**src/rtl/stmr_pkg.sv**
```systemverilog
package stmr_pkg;

    typedef enum logic [1:0] {
        MODE_SPLIT_TT = 2'd0,
        MODE_SPLIT_TE = 2'd1,
        MODE_WIDE_T   = 2'd2,
        MODE_WIDE_E   = 2'd3
    } mode_t;

    localparam int ADDR_W = 3;

    localparam logic [ADDR_W-1:0] A_MODE     = 3'd0;
    localparam logic [ADDR_W-1:0] A_PSC_LO   = 3'd1;
    localparam logic [ADDR_W-1:0] A_PSC_HI   = 3'd2;
    localparam logic [ADDR_W-1:0] A_MAT_LO   = 3'd3;
    localparam logic [ADDR_W-1:0] A_MAT_HI   = 3'd4;
    localparam logic [ADDR_W-1:0] A_FLAG_CLR = 3'd5;

    typedef struct packed {
        logic mode_wr;
        logic psc_lo_wr;
        logic psc_hi_wr;
        logic mat_lo_wr;
        logic mat_hi_wr;
        logic clr_lo;
        logic clr_hi;
    } wr_strobe_t;

    function automatic logic is_wide(mode_t m);
        return m[1];
    endfunction

    function automatic logic high_counts_events(mode_t m);
        return m == MODE_SPLIT_TE;
    endfunction

endpackage

```
**src/rtl/stmr_edge_sync.sv**
```systemverilog
module stmr_edge_sync #(
    parameter int STAGES = 2
) (
    input  logic clk,
    input  logic rst,
    input  logic din,
    output logic rise
);
    logic [STAGES-1:0] shreg;
    logic              last;

    always_ff @(posedge clk) begin
        if (rst) begin
            shreg <= '0;
            last  <= 1'b0;
        end else begin
            shreg <= {shreg[STAGES-2:0], din};
            last  <= shreg[STAGES-1];
        end
    end

    assign rise = shreg[STAGES-1] & ~last;
endmodule

```
**src/rtl/stmr_prescaler.sv**
```systemverilog
module stmr_prescaler #(
    parameter int W = 8
) (
    input  logic         clk,
    input  logic         rst,
    input  logic         clr,
    input  logic [W-1:0] limit,
    output logic         tick
);
    logic [W-1:0] cnt;

    // a limit lowered under the running count still wraps at once
    assign tick = (cnt >= limit);

    always_ff @(posedge clk) begin
        if (rst || clr) begin
            cnt <= '0;
        end else if (tick) begin
            cnt <= '0;
        end else begin
            cnt <= cnt + 1'b1;
        end
    end
endmodule

```
**src/rtl/stmr_regs.sv**
```systemverilog
module stmr_regs
    import stmr_pkg::*;
#(
    parameter int HALF_W = 8,
    parameter int PSC_W  = 8,
    parameter int DATA_W = 8
) (
    input  logic              clk,
    input  logic              rst,
    input  logic              wr_en,
    input  logic [ADDR_W-1:0] wr_addr,
    input  logic [DATA_W-1:0] wr_data,
    output mode_t             mode_q,
    output logic [PSC_W-1:0]  psc_lo,
    output logic [PSC_W-1:0]  psc_hi,
    output logic [HALF_W-1:0] mat_lo,
    output logic [HALF_W-1:0] mat_hi,
    output wr_strobe_t        stb
);
    always_comb begin
        stb           = '0;
        stb.mode_wr   = wr_en && (wr_addr == A_MODE);
        stb.psc_lo_wr = wr_en && (wr_addr == A_PSC_LO);
        stb.psc_hi_wr = wr_en && (wr_addr == A_PSC_HI);
        stb.mat_lo_wr = wr_en && (wr_addr == A_MAT_LO);
        stb.mat_hi_wr = wr_en && (wr_addr == A_MAT_HI);
        stb.clr_lo    = wr_en && (wr_addr == A_FLAG_CLR) && wr_data[0];
        stb.clr_hi    = wr_en && (wr_addr == A_FLAG_CLR) && wr_data[1];
    end

    always_ff @(posedge clk) begin
        if (rst) begin
            mode_q <= MODE_SPLIT_TT;
            psc_lo <= '0;
            psc_hi <= '0;
            mat_lo <= '1;
            mat_hi <= '1;
        end else begin
            if (stb.mode_wr)   mode_q <= mode_t'(wr_data[1:0]);
            if (stb.psc_lo_wr) psc_lo <= wr_data[PSC_W-1:0];
            if (stb.psc_hi_wr) psc_hi <= wr_data[PSC_W-1:0];
            if (stb.mat_lo_wr) mat_lo <= wr_data[HALF_W-1:0];
            if (stb.mat_hi_wr) mat_hi <= wr_data[HALF_W-1:0];
        end
    end
endmodule

```
**src/rtl/splittable_timer.sv**
```systemverilog
module splittable_timer
    import stmr_pkg::*;
#(
    parameter int HALF_W    = 8,
    parameter int PSC_W     = 8,
    parameter int SYNC_STGS = 2
) (
    input  logic                  clk,
    input  logic                  rst,
    input  logic                  wr_en,
    input  logic [ADDR_W-1:0]     wr_addr,
    input  logic [((HALF_W > PSC_W) ? HALF_W : PSC_W)-1:0] wr_data,
    input  logic                  evt_in,
    input  logic                  cap_lo_in,
    input  logic                  cap_hi_in,
    output logic [HALF_W-1:0]     cap_lo_q,
    output logic [HALF_W-1:0]     cap_hi_q,
    output logic                  flag_lo,
    output logic                  flag_hi
);
    localparam int DATA_W = (HALF_W > PSC_W) ? HALF_W : PSC_W;
    localparam int CNT_W  = 2 * HALF_W;
    localparam int N_IN   = 3;
    localparam int N_PSC  = 2;

    mode_t             mode_q;
    logic [PSC_W-1:0]  psc_lo, psc_hi;
    logic [HALF_W-1:0] mat_lo, mat_hi;
    wr_strobe_t        stb;

    stmr_regs #(.HALF_W(HALF_W), .PSC_W(PSC_W), .DATA_W(DATA_W)) u_regs (
        .clk(clk), .rst(rst), .wr_en(wr_en), .wr_addr(wr_addr), .wr_data(wr_data),
        .mode_q(mode_q), .psc_lo(psc_lo), .psc_hi(psc_hi),
        .mat_lo(mat_lo), .mat_hi(mat_hi), .stb(stb)
    );

    // input conditioning: index 0 event, 1 low strobe, 2 high strobe
    logic [N_IN-1:0] pins, rises;
    assign pins = {cap_hi_in, cap_lo_in, evt_in};

    for (genvar i = 0; i < N_IN; i++) begin : g_sync
        stmr_edge_sync #(.STAGES(SYNC_STGS)) u_sync (
            .clk(clk), .rst(rst), .din(pins[i]), .rise(rises[i])
        );
    end

    logic ev_p, cap_lo_p, cap_hi_p;
    assign ev_p     = rises[0];
    assign cap_lo_p = rises[1];
    assign cap_hi_p = rises[2];

    // prescalers: index 0 low half (also the wide timer), 1 high half
    logic [PSC_W-1:0] psc_lim [N_PSC];
    logic [N_PSC-1:0] tick;
    assign psc_lim[0] = psc_lo;
    assign psc_lim[1] = psc_hi;

    for (genvar h = 0; h < N_PSC; h++) begin : g_psc
        stmr_prescaler #(.W(PSC_W)) u_psc (
            .clk(clk), .rst(rst), .clr(stb.mode_wr),
            .limit(psc_lim[h]), .tick(tick[h])
        );
    end

    // count enables per mode
    logic wide, inc_lo, inc_hi, inc_wide;
    assign wide     = is_wide(mode_q);
    assign inc_lo   = tick[0];
    assign inc_hi   = high_counts_events(mode_q) ? ev_p : tick[1];
    assign inc_wide = (mode_q == MODE_WIDE_T) ? tick[0] : ev_p;

    logic [HALF_W-1:0] cnt_lo, cnt_hi, cnt_lo_nx, cnt_hi_nx;
    logic [HALF_W-1:0] cap_lo_nx, cap_hi_nx;
    logic              flag_lo_nx, flag_hi_nx;
    logic [CNT_W-1:0]  cnt_w, mat_w;

    assign cnt_w = {cnt_hi, cnt_lo};
    assign mat_w = {mat_hi, mat_lo};

    always_comb begin
        cnt_lo_nx  = cnt_lo;
        cnt_hi_nx  = cnt_hi;
        flag_lo_nx = flag_lo & ~stb.clr_lo;
        flag_hi_nx = flag_hi & ~stb.clr_hi;
        cap_lo_nx  = cap_lo_q;
        cap_hi_nx  = cap_hi_q;

        // capture takes the count held before this cycle's increment
        if (cap_lo_p) begin
            cap_lo_nx = cnt_lo;
            if (wide) cap_hi_nx = cnt_hi;
        end
        if (cap_hi_p && !wide) cap_hi_nx = cnt_hi;

        if (stb.mode_wr) begin
            cnt_lo_nx  = '0;
            cnt_hi_nx  = '0;
            flag_lo_nx = 1'b0;
            flag_hi_nx = 1'b0;
        end else if (wide) begin
            if (inc_wide) begin
                if (cnt_w == mat_w) begin
                    {cnt_hi_nx, cnt_lo_nx} = '0;
                    flag_hi_nx = 1'b1;
                end else begin
                    {cnt_hi_nx, cnt_lo_nx} = cnt_w + 1'b1;
                end
            end
        end else begin
            if (inc_lo) begin
                if (cnt_lo == mat_lo) begin
                    cnt_lo_nx  = '0;
                    flag_lo_nx = 1'b1;
                end else begin
                    cnt_lo_nx = cnt_lo + 1'b1;
                end
            end
            if (inc_hi) begin
                if (cnt_hi == mat_hi) begin
                    cnt_hi_nx  = '0;
                    flag_hi_nx = 1'b1;
                end else begin
                    cnt_hi_nx = cnt_hi + 1'b1;
                end
            end
        end
    end

    always_ff @(posedge clk) begin
        if (rst) begin
            cnt_lo   <= '0;
            cnt_hi   <= '0;
            flag_lo  <= 1'b0;
            flag_hi  <= 1'b0;
            cap_lo_q <= '0;
            cap_hi_q <= '0;
        end else begin
            cnt_lo   <= cnt_lo_nx;
            cnt_hi   <= cnt_hi_nx;
            flag_lo  <= flag_lo_nx;
            flag_hi  <= flag_hi_nx;
            cap_lo_q <= cap_lo_nx;
            cap_hi_q <= cap_hi_nx;
        end
    end
endmodule

```
**config.mk**
```make
export PLATFORM = sky130hd
export DESIGN_NAME = splittable_timer
export DESIGN_NICKNAME = d
export VERILOG_FILES = /design/src/rtl/stmr_pkg.sv /design/src/rtl/stmr_edge_sync.sv /design/src/rtl/stmr_prescaler.sv /design/src/rtl/stmr_regs.sv /design/src/rtl/splittable_timer.sv
export SDC_FILE = /design/constraint.sdc
export NUM_CORES = 1
export LEC_CHECK = 0
export BUFFER_PORTS_ARGS = -buffer_cell sky130_fd_sc_hd__buf_2
export CAP_MARGIN = 20
export CORE_MARGIN = 2
export CORE_UTILIZATION = 50
export CTS_CLUSTER_SIZE = 16
export DETAILED_ROUTE_END_ITERATION = 10
export PLACE_DENSITY = 0.68
export REMOVE_ABC_BUFFERS = 1
export SETUP_SLACK_MARGIN = 0.4
export SLEW_MARGIN = 40
export SYNTH_ARGS = -nofsm -noshare
export SYNTH_HDL_FRONTEND = slang
export SYNTH_SLANG_ARGS = --single-unit
```
**constraint.sdc**
```tcl
create_clock -name clk -period 2 [get_ports clk]
set_clock_uncertainty 0.2 [all_clocks]
set_input_delay 0.1 -clock clk [delete_from_list [all_inputs] [get_ports clk]]
set_output_delay 0.1 -clock clk [all_outputs]
set_load 0.05 [all_outputs]
```
==> results.rst <==
.. list-table::
   :header-rows: 1

   * - Metric
     - Value
   * - IO Count
     - 35
   * - Leakage Power
     - 2.292 nW
   * - Final total power
     - ~0.0038 W
   * - Synth top area cells
     - dfxtp_1 42%, nand2_1 7.0%, ha_1 5.7%
   * - Initial DRT Pass Iterations
     - 5
   * - Clock input transition at the sequential cells of the worst setup and hold paths
     - 0.09 ns
   * - Layout net count
     - 641
   * - Initial antenna violation count
     - 0
   * - Worst Path Class, Setup
     - flop to flop
   * - # diodes
     - 0
   * - Count of state elements after synthesis
     - 93
   * - Required time of the critical path
     - 2.11 ns
   * - CTS root buf
     - clkbuf_8
   * - Met2 layer usage reported by global route
     - 41.01%
   * - Drt drc
     - 0
   * - Sequential cell area fraction in the yosys report
     - 42.43%
   * - Share of the cycle needed by the critical path after routing
     - 109.1%
   * - EDFF count, synth
     - 0
   * - Met1 demand-to-capacity share in global routing
     - 31.21%
   * - CTS tree
     - yes
   * - Number of vias per cell after detailed routing
     - between 5 and 6
   * - Unique masters post-synth
     - 54
   * - CTS buffer count
     - 9
   * - Final design instance area without fill
     - 5867 sq um
   * - Top Family by Delay on Critical Path
     - compound AO/OA/AOI/OAI gates
   * - RSZ-0062 raised after global routing
     - true
   * - Syn Inst Count
     - 510
   * - Worst-margin pin slew
     - 0.9313 ns
   * - Area of the die
     - roughly 9500 sq um
   * - Insertion delay of the later-clocked pin in the worst-skew pair
     - 0.38 ns
   * - Final Hold Slack
     - 0.02057 ns
   * - Ratio of cells with drive above 1 in the final layout
     - about a third
   * - Post-synthesis instance area
     - 4388 sq um
   * - Synthesis-to-finish area growth
     - 33.70%
   * - Final hold violations
     - 0
   * - Number of global-route vias before repair
     - 3966
   * - Critical Path AT
     - 2.29 ns
   * - Post-synth top flop
     - dfxtp_1
   * - Number of placement rows
     - 34
   * - Met3 track utilization from global routing
     - between 4 and 5%
   * - Routed WL per cell
     - 15.75 um
   * - Worst hold path class
     - primary input to flop
   * - Area of the core
     - around 8600 sq um
   * - Register ranked first by flip-flop count
     - g_psc.u_psc.cnt
   * - DRT Wirelength
     - 11290 um
   * - Flip-flop count of the largest register after layout
     - 16
   * - Critical path's largest stage delay
     - ~0.49 ns
   * - Share of synthesized flip-flops with an asynchronous set or reset
     - 0%
   * - Overflow left after global routing
     - 0
   * - Max frequency
     - between 400 and 500 MHz
   * - # port buffers
     - 34
   * - Synth area leader
     - dfxtp_1
   * - Number of failing setup endpoints in the final timing report
     - 23
   * - Most utilized layer in the global route result
     - met2
   * - Area share of the leading cell type in the synthesized netlist
     - between 40% and 50%
   * - Number of warning messages in the yosys log
     - 0
   * - Post-layout min period
     - 2.182 ns
   * - Horiz. Die Dim
     - 97.68 um
   * - Worst IR drop on VDD
     - 396.4 uV
   * - Power density over the cells
     - 644.3 nW/um^2
   * - Post-detailed-placement cell area
     - around 5000 sq um
   * - DRC violation total after the first TritonRoute iteration
     - 132
   * - Die extent in y
     - 97.68 um
   * - Total number of vias
     - 3904
   * - Worst-path fanout max
     - 5
   * - Count of final max-slew check failures
     - 0
   * - Mapped Avg Cell Area
     - 8.604 sq um
   * - Combined buffer and inverter count along the critical path
     - 1
   * - Violations in the final reports
     - negative setup slack
   * - Result of the run
     - finished, violations left
   * - Crit path launch type
     - flop
   * - Number of buffers on the longest clock path
     - 2
   * - Largest net degree at the start of global routing
     - 31
   * - Ordered cell list for the critical path
     - ha_4 -> nand2b_4 -> a2111o_1 -> a31oi_4 -> o31a_4 -> buf_12 -> a21oi_4 -> o22ai_1
   * - Detail Placement HPWL
     - 7511 um
   * - Crit path setup slack, layout
     - -0.1820 ns
   * - Relative slew slack
     - 37.69%
   * - Number of sinks handled by clock tree synthesis
     - 93
   * - Number of max-cap violations
     - 0
   * - Overall routing resource usage
     - 24.22%
   * - Kind of capture point of the worst setup path
     - flop
   * - Cell with the biggest individual delay on the critical path
     - a2111o_1
   * - Initial core utilization
     - 50.81%
   * - H-Tree Depth
     - 3
   * - Final antenna-violating net count
     - 0
   * - Placer congestion estimate
     - 0.8943
   * - First-pass GRT wire length
     - roughly 19000 um
what timing repair did:
item,CTS,global route
gates resized for setup,68,49
setup buffers,4,4
hold buffers,14,0
pin swaps,45,27
endpoints found under the setup margin,34,42
hold endpoints to repair,39,0
path summary, 6_finish.rpt:
kind                            depth (start not counted)                   endpoint  slack, ns                      start
worst min-delay path                                    4           u_regs.mode_q[0]       0.02                 wr_addr[1]
worst min register to register                          1  g_sync[0].u_sync.shreg[1]       0.25  g_sync[0].u_sync.shreg[0]
worst max-delay path                                    8                  cnt_hi[3]      -0.18           u_regs.psc_hi[0]
worst max register to register                          8                  cnt_hi[3]      -0.18           u_regs.psc_hi[0]
Yosys cell counts, types with 2 or more instances:
cell       number
or3_1           4
o2bb2ai_1       2
o22ai_1         5
and2_1          5
or2_1           2
nand3b_1        9
dfxtp_1        93
a32o_1          4
mux2i_1        18
nand2_1        82
a21oi_2         2
or2_2           2
a31oi_1         4
a211o_1         8
o31ai_1         3
xnor2_1        21
xor2_1          8
o21ai_0         9
ha_1           20
nor2_1         43
buf_2           8
and3_1          8
nor3_2          2
a21oi_1        33
clkbuf_1       13
buf_6           2
o21ai_1         4
nor3b_1         4
inv_1          17
nor2b_1        22
nand4_1         7
nand2b_1        3
nand3_1        16
nor3_1          4
a211oi_1        4
layer usage:
metal	routed length (um)	vias up
li1	-	1927
met1	5042	1872
met2	5584	91
met3	512	14
met4	153	0
met5	0	-
layout make-up:
class / instances / area [sq um]
Clock buffer: 9 / 123.9
Clock inverter: 7 / 75.07
Fill cell: 718 / 2769
Inverter: 17 / 63.81
Multi-Input combinational cell: 376 / 2791
Sequential cell: 93 / 1888
Tap cell: 108 / 135.1
Timing Repair Buffer: 107 / 789.5
metrics by stage:
step / setup slack [ns] / utilization (%) / std cells / setup TNS [ns]
2_1_floorplan: -0.1382 / - / 486 / -1.254
3_3_place_gp: -0.1903 / 57.45 / 679 / -3.802
3_5_place_dp: -0.3018 / 57.45 / 679 / -5.603
4_1_cts: -0.1377 / 65.40 / 713 / -0.8508
5_1_grt: -0.2451 / 67.94 / 717 / -4.365
6_report: -0.1820 / 67.94 / 717 / -2.424
power by group:
part           switching (W)  internal, W  total, W  leakage (nW)
combinational       0.000296     0.000260  0.000556          1.44
sequential         0.0000380      0.00190   0.00194         0.764
clock               0.000700     0.000581   0.00128        0.0918
worst min-delay path, cell delays in order:
cell and delay, ns:
buf_2 0.16, nor3b_2 0.10, mux2i_1 0.12, nor2_1 0.07
cell families after synthesis:
logic type | after synthesis | share of synthesized area (%)
xor+xnor | 29 | 5.789
fa+ha+maj | 20 | 5.703
compound gates | 86 | 12.63
mux | 18 | 4.106
simple gates | 223 | 25.26
buf+inv | 41 | 4.078
flops | 93 | 42.43
cell usage in the layout, fill, tap and decap left out, types with 11 or more instances in the layout:
| cell | n |
|---|---|
| a21oi_1 | 24 |
| mux2i_1 | 18 |
| nor2_4 | 11 |
| nand2_1 | 76 |
| buf_4 | 54 |
| nor2b_1 | 20 |
| nand3_1 | 15 |
| xnor2_1 | 21 |
| dfxtp_2 | 21 |
| inv_1 | 11 |
| ha_1 | 12 |
| dfxtp_1 | 72 |
| buf_2 | 34 |
| dlygate4sd3_1 | 14 |
| nor2_1 | 29 |
No activity file was read; power rests on OpenSTA's default activity.
